===== src/rtl/dpca_pkg.sv =====
package dpca_pkg;
  localparam int SIDE_L = 0;
  localparam int SIDE_R = 1;
  localparam int NUM_SIDES = 2;
  typedef logic [NUM_SIDES-1:0] side_mask_t;
endpackage


===== src/rtl/dpca_port_track.sv =====
module dpca_port_track #(
  parameter int ADDR_W = 13
) (
  input  logic              clk,
  input  logic              rst,
  input  logic              en_n,
  input  logic [ADDR_W-1:0] addr,
  output logic              active,
  output logic              arrive
);
  logic              prev_act_q;
  logic [ADDR_W-1:0] prev_addr_q;

  assign active = !en_n;
  assign arrive = active && (!prev_act_q || (prev_addr_q != addr));

  always_ff @(posedge clk) begin
    if (rst) begin
      prev_act_q  <= 1'b0;
      prev_addr_q <= '0;
    end else begin
      prev_act_q  <= active;
      prev_addr_q <= addr;
    end
  end
endmodule


===== src/rtl/dpca_decide.sv =====
module dpca_decide
  import dpca_pkg::*;
#(
  parameter int ADDR_W = 13
) (
  input  side_mask_t        active,
  input  side_mask_t        arrive,
  input  logic [ADDR_W-1:0] addr_l,
  input  logic [ADDR_W-1:0] addr_r,
  input  side_mask_t        lose_q,
  output side_mask_t        lose_nxt
);
  logic collide;
  assign collide = active[SIDE_L] && active[SIDE_R] && (addr_l == addr_r);

  always_comb begin
    lose_nxt = '0;
    if (collide) begin
      if (lose_q != '0) begin
        lose_nxt = lose_q;
      end else if (arrive[SIDE_L] && !arrive[SIDE_R]) begin
        lose_nxt[SIDE_L] = 1'b1;
      end else begin
        lose_nxt[SIDE_R] = 1'b1;
      end
    end
  end
endmodule


===== src/rtl/dp_collision_arb.sv =====
module dp_collision_arb
  import dpca_pkg::*;
#(
  parameter int ADDR_W = 13
) (
  input  logic              clk,
  input  logic              rst,
  input  logic              slave_mode,
  input  logic              en_l_n,
  input  logic              wr_l_n,
  input  logic [ADDR_W-1:0] addr_l,
  input  logic              en_r_n,
  input  logic              wr_r_n,
  input  logic [ADDR_W-1:0] addr_r,
  input  logic              busy_l_in,
  input  logic              busy_r_in,
  output logic              busy_l_n,
  output logic              busy_r_n,
  output logic              we_l,
  output logic              we_r
);
  logic [ADDR_W-1:0] addr_v [NUM_SIDES];
  side_mask_t en_n_v, wr_n_v, ext_busy_n, active, arrive;
  side_mask_t lose_q, lose_nxt, we_q;

  assign addr_v[SIDE_L]     = addr_l;
  assign addr_v[SIDE_R]     = addr_r;
  assign en_n_v             = {en_r_n, en_l_n};
  assign wr_n_v             = {wr_r_n, wr_l_n};
  assign ext_busy_n         = {busy_r_in, busy_l_in};

  for (genvar s = 0; s < NUM_SIDES; s++) begin : g_side
    logic blocked;

    dpca_port_track #(.ADDR_W(ADDR_W)) u_track (
      .clk    (clk),
      .rst    (rst),
      .en_n   (en_n_v[s]),
      .addr   (addr_v[s]),
      .active (active[s]),
      .arrive (arrive[s])
    );

    assign blocked = slave_mode ? !ext_busy_n[s] : lose_nxt[s];

    always_ff @(posedge clk) begin
      if (rst) we_q[s] <= 1'b0;
      else     we_q[s] <= !en_n_v[s] && !wr_n_v[s] && !blocked;
    end
  end

  dpca_decide #(.ADDR_W(ADDR_W)) u_decide (
    .active   (active),
    .arrive   (arrive),
    .addr_l   (addr_l),
    .addr_r   (addr_r),
    .lose_q   (lose_q),
    .lose_nxt (lose_nxt)
  );

  always_ff @(posedge clk) begin
    if (rst) lose_q <= '0;
    else     lose_q <= lose_nxt;
  end

  assign busy_l_n = slave_mode || !lose_q[SIDE_L];
  assign busy_r_n = slave_mode || !lose_q[SIDE_R];
  assign we_l     = we_q[SIDE_L];
  assign we_r     = we_q[SIDE_R];
endmodule


===== config.mk =====
export PLATFORM = sky130hd
export DESIGN_NAME = dp_collision_arb
export DESIGN_NICKNAME = d
export VERILOG_FILES = /design/src/rtl/dpca_pkg.sv /design/src/rtl/dpca_port_track.sv /design/src/rtl/dpca_decide.sv /design/src/rtl/dp_collision_arb.sv
export SDC_FILE = /design/constraint.sdc
export NUM_CORES = 1
export LEC_CHECK = 0
export ABC_AREA = 1
export BUFFER_PORTS_ARGS = -buffer_cell sky130_fd_sc_hd__buf_2
export CAP_MARGIN = 40
export CORE_MARGIN = 3
export CORE_UTILIZATION = 35
export DETAILED_ROUTE_END_ITERATION = 7
export GPL_TIMING_DRIVEN = 0
export PLACE_DENSITY = 0.67
export REMOVE_ABC_BUFFERS = 1
export SLEW_MARGIN = 5
export SYNTH_ARGS = -nofsm -noshare
export SYNTH_HDL_FRONTEND = slang
export SYNTH_HIERARCHICAL = 1
export SYNTH_SLANG_ARGS = --single-unit

===== constraint.sdc =====
create_clock -name clk -period 3.9 [get_ports clk]
set_input_delay 0.78 -clock clk [delete_from_list [all_inputs] [get_ports clk]]
set_output_delay 0.78 -clock clk [all_outputs]
set_load 0.005 [all_outputs]

### Yosys cells after proc, flatten, opt, wreduce, memory -nomap -nowiden

Index checks and enable logic that the tools add are counted.

| storage, ports and cells | value |
|---|---|
| flip-flop bits (word level) | 32 |
| bits of input ports | 35 |
| output and inout bits | 4 |
| logic and storage cells | 43 |

| operators by class | value |
|---|---|
| eq/ne operators | 3 |
| multiplexer cells | 6 |
| reductions and logical operators | 27 |

Operators by type and width:

| cell | number |
|---|---|
| $ne A13 B13 Y1 | 2 |
| $eq A13 B13 Y1 | 1 |
| $logic_not A1 Y1 | 13 |
| $logic_and A1 B1 Y1 | 9 |
| $logic_or A1 B1 Y1 | 4 |
| $mux W1 | 4 |
| $mux W2 | 2 |
| $reduce_bool A2 Y1 | 1 |

### Logic depth before layout (Yosys ltp)

Gate-level depths: netlist of the first run.

| logic depth | value |
|---|---|
| depth in word-level cells | 11 |
| depth in mapped cells | 18 |
| mapped depth without buffers | 18 |

### Modules after synthesis

Netlist of the first run, hierarchy kept.

Modules (own cells, without submodules):

| module | times used | cells an instance | area each (µm²) | sequential area each (µm²) |
|---|---|---|---|---|
| dpca_port_track | 2 | 104 | 634.4 | 280.3 |
| dpca_decide | 1 | 82 | 316.6 | 0.0 |
| dp_collision_arb | 1 | 26 | 167.7 | 80.1 |

### Worst setup path before layout of the first run

No wires, ideal clock.

| timing path | value |
|---|---|
| kind | input port to flip-flop |
| start point | input addr_r[11] |
| end point | register we_q[0], in the netlist we_l |
| setup time | 0.110 ns |
| arrival time | 1.709 ns |
| data required time | 3.790 ns |
| path slack | 2.081 ns |
| stages | 15 |
| buffers on the path | 0 |
| path through | inv_1 > a21boi_1 > nand2_1 > nor2_1 > nand2_1 > nor2_1 > nor2_1 > inv_1 > nand2_1 > o21bai_1 > inv_1 > nor2_1 > nand2_1 > nand2_1 > nor2_2 |

| between the ends | value |
|---|---|
| cells in the longest elaborated chain, start to end | 11 |
| elaborated cells on any way between the ends | 13 |
| classes of those cells | 2 x eq/ne; 4 x mux; 7 x reduce/logical |

RTL lines:

| what | line | text |
|---|---|---|
| start: declaration | dp_collision_arb.sv:14 | `input logic [ADDR_W-1:0] addr_r,` |
| $ne A13 B13 Y1 | dpca_port_track.sv:15 | `assign arrive = active && (!prev_act_q \|\| (prev_addr_q != addr));` |
| $logic_or A1 B1 Y1 | dpca_port_track.sv:15 |  |
| $logic_and A1 B1 Y1 | dpca_port_track.sv:15 |  |
| via arrive[1] | dp_collision_arb.sv:23 | `side_mask_t en_n_v, wr_n_v, ext_busy_n, active, arrive;` |
| $logic_not A1 Y1 | dpca_decide.sv:21 | `end else if (arrive[SIDE_L] && !arrive[SIDE_R]) begin` |
| $logic_and A1 B1 Y1 | dpca_decide.sv:21 |  |
| $mux W1 | dpca_decide.sv:21 |  |
| $mux W2 | dpca_decide.sv:19 | `if (lose_q != '0) begin` |
| $mux W2 | dpca_decide.sv:18 | `if (collide) begin` |
| via lose_nxt[0] | dp_collision_arb.sv:24 | `side_mask_t lose_q, lose_nxt, we_q;` |
| $mux W1 | dp_collision_arb.sv:44 | `assign blocked = slave_mode ? !ext_busy_n[s] : lose_nxt[s];` |
| $logic_not A1 Y1 | dp_collision_arb.sv:48 | `else we_q[s] <= !en_n_v[s] && !wr_n_v[s] && !blocked;` |
| $logic_and A1 B1 Y1 | dp_collision_arb.sv:48 |  |
| end signal: indexed assignment | dp_collision_arb.sv:48 |  |
| end: declaration | dp_collision_arb.sv:24 |  |

The timed path passes the listed nets, and every way through them passes these cells.
A chain may end at the register's enable or synchronous reset.

### Worst setup path in the final report of the first run

| timing path | value |
|---|---|
| start point | input slave_mode |
| end point | output busy_r_n |

| between the ends | value |
|---|---|
| cells in the longest elaborated chain, start to end | 1 |

RTL lines:

| what | line | text |
|---|---|---|
| start: declaration | dp_collision_arb.sv:8 | `input logic slave_mode,` |
| $logic_or A1 B1 Y1 | dp_collision_arb.sv:67 | `assign busy_r_n = slave_mode \|\| !lose_q[SIDE_R];` |
| end: declaration | dp_collision_arb.sv:18 | `output logic busy_r_n,` |

No other way between the ends.

==> reports/results.tsv, run 1 <==
stage	metric	value	unit
cells_and_area	sequential cell area	641	um2
timing	Tcrit/Tclk final	49.1	%
setup_path	WP data required	3.12	ns
floorplanning	die area	0.00589	mm2
setup_path	CP arrival	1.13	ns
timing	Slew @ Worst Pin	0.574	ns
setup_path	slowest CP cell	buf_2	
synthesis	Post-Syn Area per Cell	5.55	um2
clocking	CTS clk-pin slew, worst paths	0.06	ns
timing	min cycle time layout	1.91	ns
routing	drt total wl	3650	um
timing	max-slew violation count	0	
routing	number of remaining DRC errors	0	
placed_design	GPL Wtd Cong	0.754	
timing	Fin. Hold Viols	0	
timing	clk_skew	0.00185	ns
synthesis	Seq cells post-synth	32	
clocking	CTS max path bufs	2	
routing	DRT Pass-1 Iters	4	
setup_path	worst r2r path cells	15	
cells_and_area	Finished Cell Area	0.00211	mm2
cells_and_area	Multi-input gate area	768	um2
pwr	Max VDD drop	153	uV
placed_design	port bufs	38	
global_route	GRT Util Overall	13.9	%
global_route	total global routing overflow	0	
floorplanning	Die X-Extent	76.8	um
setup_path	CP startpoint kind	primary input	
timing	Max Clock Freq	0.522	GHz
clocking	TritonCTS clock tree	yes	
run	Max-Cap Viols	0	
setup_path	Critical Path End Type	primary output	
cells_and_area	filler instances	527	
synthesis	Synth cell types	14	
cells_and_area	post-layout net count	394	
global_route	first-pass GRT wire length	6490	um
cells_and_area	layout cells sized above 1	16.4	%
floorplanning	Initial Util	36.6	%
floorplanning	Ports	39	
min_path	Worst Hold Launch	lose_q[1]	
routing	DR vias	1697	
timing	RSZ-0062 raised after global routing	no	
clocking	htree depth	2	
min_path	HP Class	flop to flop	
setup_path	CP max stage delay	0.12	ns
min_path	Hold Crit Endpoint	lose_q[1]	
cells_and_area	area grow syn2layout	20.2	%
clocking	TritonCTS Buffers	5	
floorplanning	CORE AREA	0.00479	mm2
synthesis	register area share after synthesis	36.5	%
synthesis	Mapped Area	0.00175	mm2
global_route	antenna violations before repair	0	
setup_path	crit-path max FO	4	
synthesis	Synth Warn #	6	
floorplanning	row count	25	
pwr	leakage	1.30	nW
setup_path	Critical Path Start	slave_mode	
timing	Setup violations, final	0	
timing	post-route setup TNS	0	ns
setup_path	R2R Setup Slk	2.35	ns
setup_path	worst r2r src	g_side[1].u_track/prev_addr_q[7]	
timing	Min Hold Slack	0.605	ns
routing	antenna viol nets, final	0	
cells_and_area	most frequent cells in the layout	nand2_1 (119), inv_1 (78), nor2_1 (57)	
global_route	largest net degree at the start of global routing	32	
min_path	hold depth	4	
cells_and_area	commonest non-fill, non-tap cell in the layout	nand2_1	
clocking	root buffer cell	clkbuf_8	
clocking	Post-CTS Repair Setup Buffers	0	
clocking	PostCTS Resize Cnt	0	
pwr	Pwr Density	343	mW/mm2
setup_path	most numerous cell on the critical path	buf_2	
cells_and_area	Ant. Diodes	0	
routing	DR WL/cell	8.56	um
placed_design	placed instance area	0.00202	mm2
clocking	Hold-fix buffers, CTS	0	
clocking	worst skew pair latency	0.28	ns
floorplanning	Die Y	76.8	um
placed_design	hpwl dp	2860	um
run_status	status	complete, no violations	
routing	initial DRC count	79	
setup_path	critical path, cell by cell	buf_2, inv_2, nand2_1, buf_2	
clocking	# clock sinks	32	
global_route	vias in the first global route	1531	
synthesis	Mapped Cells	316	
routing	routed vias/inst	3.97	
timing	Slew HR	61.7	%
setup_path	CP Class	primary input to primary output	
setup_path	Worst R2R End	we_l	
-- kinds of logic (layout without fill, tap and decap cells) --
family                 count (synthesis)  in the layout  synth area share (%)
AO/OA/AOI/OAI                          7              7                  2.57
XOR/XNOR                               2              2                 0.999
buffers and inverters                 91            135                  19.6
AND/OR/NAND/NOR                      184            184                  40.3
flip-flops                            32             32                  36.5
-- worst max path at each step --
stage	end	slack [ns]	cells after the start
after floorplan	we_l	2.08	15
after global placement	we_l	1.76	18
after detailed placement	we_l	1.71	18
after CTS	busy_l_n	1.98	4
after global routing	we_l	1.73	18
final	busy_r_n	1.99	4
-- synth_stat cells --
| master | instances | share of area (%) |
|---|---|---|
| o211ai_1 | 1 | 0.43 |
| o21ai_0 | 3 | 0.86 |
| o21bai_1 | 1 | 0.43 |
| buf_2 | 2 | 0.57 |
| dfxtp_1 | 32 | 37 |
| nand2_2 | 2 | 0.71 |
| inv_1 | 78 | 17 |
| nand2_1 | 119 | 25 |
| nand3_1 | 4 | 1.1 |
| nor2_1 | 57 | 12 |
| inv_2 | 11 | 2.4 |
| nor2_2 | 2 | 0.71 |
| a21boi_1 | 2 | 0.86 |
| xor2_1 | 2 | 1.0 |
-- stage by stage --
| step | utilization [%] | power (W) | std cells | worst slack (ns) |
|---|---|---|---|---|
| 2_1_floorplan | - | 0.000422 | 314 | 2.08 |
| 3_5_place_dp | 42.1 | 0.000468 | 419 | 1.71 |
| 6_report | 44.0 | 0.000722 | 427 | 1.99 |
| 4_1_cts | 44.0 | 0.000737 | 427 | 1.98 |
| 3_3_place_gp | 42.1 | 0.000465 | 419 | 1.76 |
| 5_1_grt | 44.0 | 0.000776 | 427 | 1.73 |
-- where the power goes --
part / total [W] / switching [W] / internal [W]
registers: 0.000350 / 0.00000701 / 0.000343
clock network: 0.000262 / 0.000118 / 0.000144
logic: 0.000109 / 0.0000655 / 0.0000440
total: 0.000722 / 0.000191 / 0.000531
-- critical path: cells and delay by family --
kind | cells | cell delay [ns]
buffers and inverters | 3 | 0.30
AND/OR/NAND/NOR | 1 | 0.05
-- state kept, by name, summed over array words and instances (netlist names) --
register	flops
lose_q	2
g_side.u_track/prev_act_q	2
g_side.u_track/prev_addr_q	26
we_l	1
we_r	1
-- routing by layer --
layer  global-route usage [%]  part of all wire (%)
met4                     5.43                   1.7
met3                     5.40                   6.2
met5                        0                     0
met1                     17.9                    51
met2                     20.9                    41
-- cell type report --
cell class / count / share of cell area (%)
Inverter: 89 / 15.9
Sequential cell: 32 / 30.4
Timing Repair Buffer: 38 / 9.03
Clock buffer: 8 / 4.28
Multi-Input combinational cell: 193 / 36.5
Tap cell: 67 / 3.98
Note: power is estimated with default switching activity, not from simulation.
==> inputs of run 2 (changes only) <==
--- a/config.mk
+++ b/config.mk
@@ -12,7 +12,7 @@
 export CORE_UTILIZATION = 35
 export DETAILED_ROUTE_END_ITERATION = 7
 export GPL_TIMING_DRIVEN = 0
-export PLACE_DENSITY = 0.67
+export PLACE_DENSITY = 0.69
 export REMOVE_ABC_BUFFERS = 1
 export SLEW_MARGIN = 5
 export SYNTH_ARGS = -nofsm -noshare
==> constraint.sdc (replaced) <==
create_clock -name clk -period 1.6 [get_ports clk]
set_input_delay 0.32 -clock clk [delete_from_list [all_inputs] [get_ports clk]]
set_output_delay 0.32 -clock clk [all_outputs]
set_load 0.005 [all_outputs]
==> reports/results.tsv, run 2 (synthesis gave the netlist of run 1 again) <==
stage	metric	value	unit	change
min_path	HP Class	primary input to flop		
timing	max-slew violation count	0		unchanged
pwr	Tot Pwr	0.00176	W	+140%
timing	RSZ-0062 raised after global routing	yes		
pwr	leakage	1.30	nW	-0.21%
cells_and_area	Biggest register	g_side.u_track/prev_addr_q		
setup_path	Critical Path End Type	flop		
timing	Slew @ Worst Pin	0.584	ns	+0.0103 ns
cells_and_area	most frequent cells in the layout	nand2_1 (116), inv_1 (75), nor2_1 (54)		
floorplanning	Initial Util	36.6	%	unchanged
clocking	Hold-fix buffers, CTS	0		unchanged
setup_path	CP Class	flop to flop		
cells_and_area	top flop regs	g_side.u_track/prev_addr_q: 26 flops, g_side.u_track/prev_act_q: 2 flops, lose_q: 2 flops		
cells_and_area	post-layout net count	394		unchanged
routing	DR WL/cell	8.44	um	-1.4%
global_route	first-pass GRT wire length	6210	um	-4.3%
global_route	largest net degree at the start of global routing	32		unchanged
routing	DRT Pass-1 Iters	4		unchanged
timing	Fin. Hold Viols	0		unchanged
cells_and_area	fin cells	427		unchanged
floorplanning	Die X-Extent	76.8	um	unchanged
global_route	total global routing overflow	0		unchanged
routing	number of remaining DRC errors	0		unchanged
routing	drt total wl	3600	um	-1.4%
setup_path	WP data required	1.78	ns	-1.34 ns
routing	antenna viol nets, final	0		unchanged
timing	clk_skew	0.00321	ns	+0.00136 ns
clocking	CTS max path bufs	2		unchanged
clocking	# clock sinks	32		unchanged
placed_design	port bufs	38		unchanged
setup_path	R2R Setup Slk	0.01	ns	-2.34 ns
setup_path	slowest CP cell	dfxtp_1		
setup_path	CP startpoint kind	flop		
routing	routed vias/inst	3.96		-0.29%
run	Max-Cap Viols	0		unchanged
setup_path	CP arrival	1.77	ns	+0.64 ns
setup_path	most numerous cell on the critical path	nand2_1		
routing	initial DRC count	121		+53%
routing	DR vias	1692		-0.29%
cells_and_area	max reg flops	26		unchanged
clocking	TritonCTS Buffers	5		unchanged
floorplanning	Ports	39		unchanged
cells_and_area	layout cells sized above 1	20.0	%	+3.6 points
floorplanning	row count	25		unchanged
timing	post-route setup TNS	0	ns	unchanged
cells_and_area	commonest non-fill, non-tap cell in the layout	nand2_1		
pwr	Pwr Density	829	mW/mm2	+140%
setup_path	CP max stage delay	0.35	ns	+0.23 ns
placed_design	hpwl dp	2820	um	-1.3%
floorplanning	Die Y	76.8	um	unchanged
timing	Slew HR	61.1	%	-0.68 points
clocking	TritonCTS clock tree	yes		
floorplanning	CORE AREA	0.00479	mm2	unchanged
setup_path	CP delay by family, top	simple AND/OR/NAND/NOR gates		
global_route	vias in the first global route	1491		-2.6%
timing	Max Clock Freq	0.630	GHz	
clocking	htree depth	2		unchanged
run_status	status	complete, no violations		
clocking	CTS clk-pin slew, worst paths	0.06	ns	about the same
setup_path	critical path, cell by cell	inv_1, nand2_1, nand3_1, nor2_2, nand2_1, nor2_1, nor2_1, inv_1, nand2_1, o21bai_1, inv_1, nor2_1, nand2_1, nand2_1, nor2_2		
timing	Setup violations, final	0		unchanged
timing	Tcrit/Tclk final	99.1	%	
clocking	Post-CTS Repair Setup Buffers	0		unchanged
clocking	root buffer cell	clkbuf_8		
setup_path	worst path bufs/invs	3		unchanged
floorplanning	die area	0.00589	mm2	unchanged
global_route	antenna violations before repair	0		unchanged
clocking	worst skew pair latency	0.28	ns	about the same
global_route	GRT Util Overall	13.2	%	-0.73 points
placed_design	Placed Cells	419		unchanged
timing	min cycle time layout	1.59	ns	
setup_path	crit-path max FO	2		-2
placed_design	GPL Wtd Cong	0.797		+5.8%
cells_and_area	area grow syn2layout	21.3	%	
cells_and_area	Ant. Diodes	0		unchanged
pwr	Max VDD drop	330	uV	+120%
run 2: repair_timing:
action | in CTS | in global routing
gates resized for setup | 0 | 13
endpoints found under the hold margin | 0 | 0
endpoints found under the setup margin | 0 | 4
run 2: metal layers:
layer | global-route usage (%) | wire length, um | vias up
met3 | 4.11 | 235 | 2
met4 | 4.89 | 15 | 0
met5 | 0 | 0 | -
met1 | 17.0 | 1750 | 699
li1 | - | - | 956
met2 | 20.6 | 1600 | 35
run 2: path summary, 6_finish.rpt:
check,endpoint,start,cells past startpoint
worst max-delay path,we_l,g_side[1].u_track/prev_addr_q[1],15
worst min-delay path,g_side[0].u_track/prev_act_q,en_l_n,2
worst max register to register,we_l,g_side[1].u_track/prev_addr_q[1],15
worst min register to register,lose_q[1],lose_q[1],4
run 2: final cells by class:
| class | count | area (um2) |
|---|---|---|
| Clock buffer | 8 | 90.1 |
| Multi-Input combinational cell | 193 | 783 |
| Sequential cell | 32 | 646 |
| Inverter | 89 | 334 |
| Timing Repair Buffer | 38 | 190 |
| Tap cell | 67 | 83.8 |
| Fill cell | 537 | 2660 |
run 2: power breakdown:
group	total [W]	internal [W]	switching, W	leakage [nW]
sequential	0.000855	0.000838	0.0000174	0.267
combinational	0.000271	0.000109	0.000162	0.988
clock	0.000638	0.000351	0.000287	0.0455
run 2: worst register-to-register path: stages (launching register included):
cell and delay [ns]:
dfxtp_1 0.35, inv_1 0.04, nand2_1 0.05, nand3_1 0.08, nor2_2 0.12, nand2_1 0.08, nor2_1 0.11, nor2_1 0.05
inv_1 0.04, nand2_1 0.04, o21bai_1 0.14, inv_1 0.08, nor2_1 0.14, nand2_1 0.07, nand2_1 0.07, nor2_2 0.03
run 2: metrics by stage:
stage	setup slack, ns	cell area [um2]	utilization, %	hold slack [ns]
2_1_floorplan	0.241	1740	-	0.387
3_3_place_gp	-0.0903	2020	42.1	0.531
3_5_place_dp	-0.123	2020	42.1	0.534
4_1_cts	0.0115	2110	44.0	0.230
5_1_grt	-0.171	2130	44.4	0.251
6_report	0.0137	2130	44.4	0.238
==> inputs of run 3 (changes only) <==
--- a/config.mk
+++ b/config.mk
@@ -5,14 +5,13 @@
 export SDC_FILE = /design/constraint.sdc
 export NUM_CORES = 1
 export LEC_CHECK = 0
-export ABC_AREA = 1
 export BUFFER_PORTS_ARGS = -buffer_cell sky130_fd_sc_hd__buf_2
 export CAP_MARGIN = 40
 export CORE_MARGIN = 3
 export CORE_UTILIZATION = 35
 export DETAILED_ROUTE_END_ITERATION = 7
 export GPL_TIMING_DRIVEN = 0
-export PLACE_DENSITY = 0.69
+export PLACE_DENSITY = 0.7
 export REMOVE_ABC_BUFFERS = 1
 export SLEW_MARGIN = 5
 export SYNTH_ARGS = -nofsm -noshare
==> reports/results.tsv, run 3 <==
stage	metric	value	unit	change
run_status	status	finished with violations		
run_status	failing checks	setup timing		
timing	max-slew violation count	0		unchanged
min_path	Worst Hold Launch	en_r_n		
placed_design	port bufs	38		unchanged
synthesis	Post-Syn Area per Cell	10.0	um2	+81%
clocking	Post-CTS Repair Setup Buffers	0		unchanged
clocking	TritonCTS clock tree	yes		
global_route	largest net degree at the start of global routing	33		+3.1%
global_route	total global routing overflow	0		unchanged
floorplanning	Die X-Extent	69.4	um	-9.6%
synthesis	most common cell in the synthesized netlist	dfxtp_1		
clocking	root buffer cell	clkbuf_8		
synthesis	area leader, netlist	dfxtp_1		
min_path	HP Class	primary input to flop		
routing	DRT Pass-1 Iters	4		unchanged
synthesis	register area share after synthesis	45.6	%	+9.0 points
cells_and_area	Ant. Diodes	0		unchanged
routing	DR WL met2	1210	um	-25%
timing	Max Clock Freq	0.599	GHz	-5.1%
cells_and_area	fin cells	232		-46%
synthesis	Mapped Cells	140		-56%
setup_path	WP data required	1.82	ns	+0.04 ns
global_route	first-pass GRT wire length	4530	um	-27%
floorplanning	die area	0.00481	mm2	-18%
routing	number of remaining DRC errors	0		unchanged
cells_and_area	filler instances	348		-35%
synthesis	Synth cell types	22		+8
timing	Setup violations, final	1		+1
cells_and_area	Finished Cell Area	0.00177	mm2	-17%
run	Max-Cap Viols	0		unchanged
min_path	hold depth	2		unchanged
timing	min cycle time layout	1.67	ns	+0.0844 ns
setup_path	CP arrival	1.90	ns	+0.13 ns
routing	antenna viol nets, final	0		unchanged
setup_path	R2R Setup Slk	-0.07	ns	-0.08 ns
timing	Final WS setup	-0.0707	ns	-0.0844 ns
pwr	Pwr Density	968	mW/mm2	+17%
floorplanning	Die Y	69.4	um	-9.6%
cells_and_area	commonest non-fill, non-tap cell in the layout	buf_2		
global_route	antenna violations before repair	0		unchanged
routing	routed vias/inst	4.48		+13%
clocking	worst skew pair latency	0.28	ns	about the same
synthesis	top post-synthesis cells by area	dfxtp_1 (46%), nor2b_1 (12%), xnor2_1 (12%)		
routing	initial DRC count	25		-79%
setup_path	crit-path max FO	2		unchanged
setup_path	Critical Path End Type	flop		
synthesis	Mapped Area	0.00141	mm2	-20%
timing	Fin. Hold Viols	0		unchanged
clocking	TritonCTS Buffers	5		unchanged
routing	WL met3	170	um	-28%
pwr	leakage	0.705	nW	-46%
cells_and_area	sequential cell area	641	um2	-0.78%
cells_and_area	Multi-input gate area	767	um2	-2.1%
min_path	Hold Crit Endpoint	g_side[1].u_track/prev_act_q		
synthesis	post-synth top area share	45.6	%	+9.0 points
synthesis	Primary FF master, synth	dfxtp_1		
synthesis	fraction of registers with async set or reset after synthesis	0	%	unchanged
setup_path	CP Class	flop to flop		
cells_and_area	top flop regs	g_side.u_track/prev_addr_q: 26 flops, g_side.u_track/prev_act_q: 2 flops, lose_q: 2 flops		
synthesis	Seq cells post-synth	32		unchanged
routing	wl on met1	1200	um	-32%
cells_and_area	layout cells sized above 1	29.9	%	+9.9 points
routing	DR WL/cell	11.3	um	+35%
routing	top layer in use	met4		
timing	Slew @ Worst Pin	0.582	ns	-0.00180 ns
timing	clk_skew	0.00301	ns	-0.000196 ns
cells_and_area	max reg flops	26		unchanged
clocking	CTS clk-pin slew, worst paths	0.06	ns	about the same
setup_path	worst r2r path cells	9		-6
global_route	vias in the first global route	1017		-32%
clocking	CTS max path bufs	2		unchanged
cells_and_area	area grow syn2layout	25.6	%	
cells_and_area	most frequent cells in the layout	buf_2 (38), dfxtp_1 (32), nor2b_1 (27)		
routing	DR vias	1039		-39%
synthesis	Synth top cells by count	dfxtp_1 (32), nor2b_1 (28), xnor2_1 (20)		
setup_path	Critical Path Start	g_side[1].u_track/prev_addr_q[4]		
timing	Tcrit/Tclk final	104	%	+5.3 points
cells_and_area	Final Util	46.8	%	+2.4 points
global_route	GRT Util Overall	12.4	%	-0.83 points
clocking	# clock sinks	32		unchanged
floorplanning	CORE AREA	0.00377	mm2	-21%
floorplanning	Initial Util	37.3	%	+0.67 points
pwr	Max VDD drop	554	uV	+68%
floorplanning	Ports	39		unchanged
cells_and_area	Biggest register	g_side.u_track/prev_addr_q		
synthesis	Synth Warn #	6		unchanged
placed_design	Placed Cells	224		-47%
floorplanning	row count	22		-12%
placed_design	placed instance area	0.00165	mm2	-18%
setup_path	Worst R2R End	we_r		
cells_and_area	post-layout net count	218		-45%
setup_path	worst r2r src	g_side[1].u_track/prev_addr_q[4]		
routing	drt total wl	2630	um	-27%
pwr	Tot Pwr	0.00171	W	-3.1%
timing	RSZ-0062 raised after global routing	yes		
setup_path	CP startpoint kind	flop		
synthesis	number of synthesized flops with an enable pin	0		unchanged
placed_design	GPL Wtd Cong	0.770		-3.5%
placed_design	hpwl dp	2000	um	-29%
clocking	htree depth	2		unchanged
timing	Slew HR	61.2	%	+0.12 points
[run 3: cell types whose count changed after synthesis, moves of 5 or more]
| cell | delta |
|---|---|
| xnor2_1 | +20 |
| xor2_1 | +14 |
| nand4_1 | +5 |
| inv_1 | -73 |
| nor2_1 | -52 |
| nor2b_1 | +28 |
| inv_2 | -11 |
| nand2_1 | -116 |
[run 3: cells by family (layout without fill, tap and decap cells)]
kind of cell / Yosys count / in the layout / share of synthesized area, %
simple gates: 57 / 57 / 24.1
xor+xnor: 36 / 36 / 22.4
flops: 32 / 32 / 45.6
compound gates: 8 / 8 / 5.87
buf+inv: 7 / 51 / 2.05
[run 3: worst max path at each step]
stage / endpoint / slack [ns]
5_1_grt: we_r / -0.18
3_5_place_dp: we_r / -0.33
3_3_place_gp: we_r / -0.33
2_1_floorplan: we_r / 0.009
4_1_cts: we_r / -0.07
6_report: we_r / -0.07
[run 3: final cells by class]
class | count | share of cell area (%)
multi-input combinational | 101 | 43.4
sequential | 32 | 36.3
timing repair buffer | 38 | 10.8
clock buffer | 8 | 5.10
tap | 48 | 3.40
inverter | 5 | 1.06
[run 3: what timing repair did]
| action | 4_1_cts | 5_1_grt |
|---|---|---|
| resized for setup | 2 | 4 |
| hold buffers | 0 | 0 |
| endpoints found under the setup margin | 2 | 4 |
| cloned | 0 | 0 |
| pin swaps | 4 | 1 |
[run 3: worst max-delay path, stage by stage (launching register included)]
cell and delay [ns]:
dfxtp_1 0.31, xor2_1 0.15, nor4_2 0.29, a41oi_1 0.14, inv_1 0.11, a21oi_1 0.07, nor2_1 0.12, nor3_2 0.06
or2_4 0.25, a21oi_2 0.12
[run 3: metal layers]
layer | vias to the layer above | track usage (%)
li1 | 539 | -
met1 | 471 | 14.7
met3 | 7 | 5.80
met5 | - | 0
met4 | 0 | 6.51
met2 | 22 | 18.4
[run 3: where the power goes]
group          total (W)  internal (W)  leakage, nW  switching (W)
logic           0.000229      0.000117        0.394       0.000112
clock network   0.000629      0.000350       0.0455       0.000279
registers       0.000851      0.000837        0.266      0.0000149
[run 3: through the flow]
stage | worst slack, ns | setup TNS, ns | hold slack [ns]
after floorplan | 0.00908 | 0 | 0.386
after global placement | -0.334 | -0.868 | 0.539
after detailed placement | -0.329 | -0.812 | 0.542
after CTS | -0.0742 | -0.106 | 0.233
after global routing | -0.184 | -0.459 | 0.254
final | -0.0707 | -0.0707 | 0.240
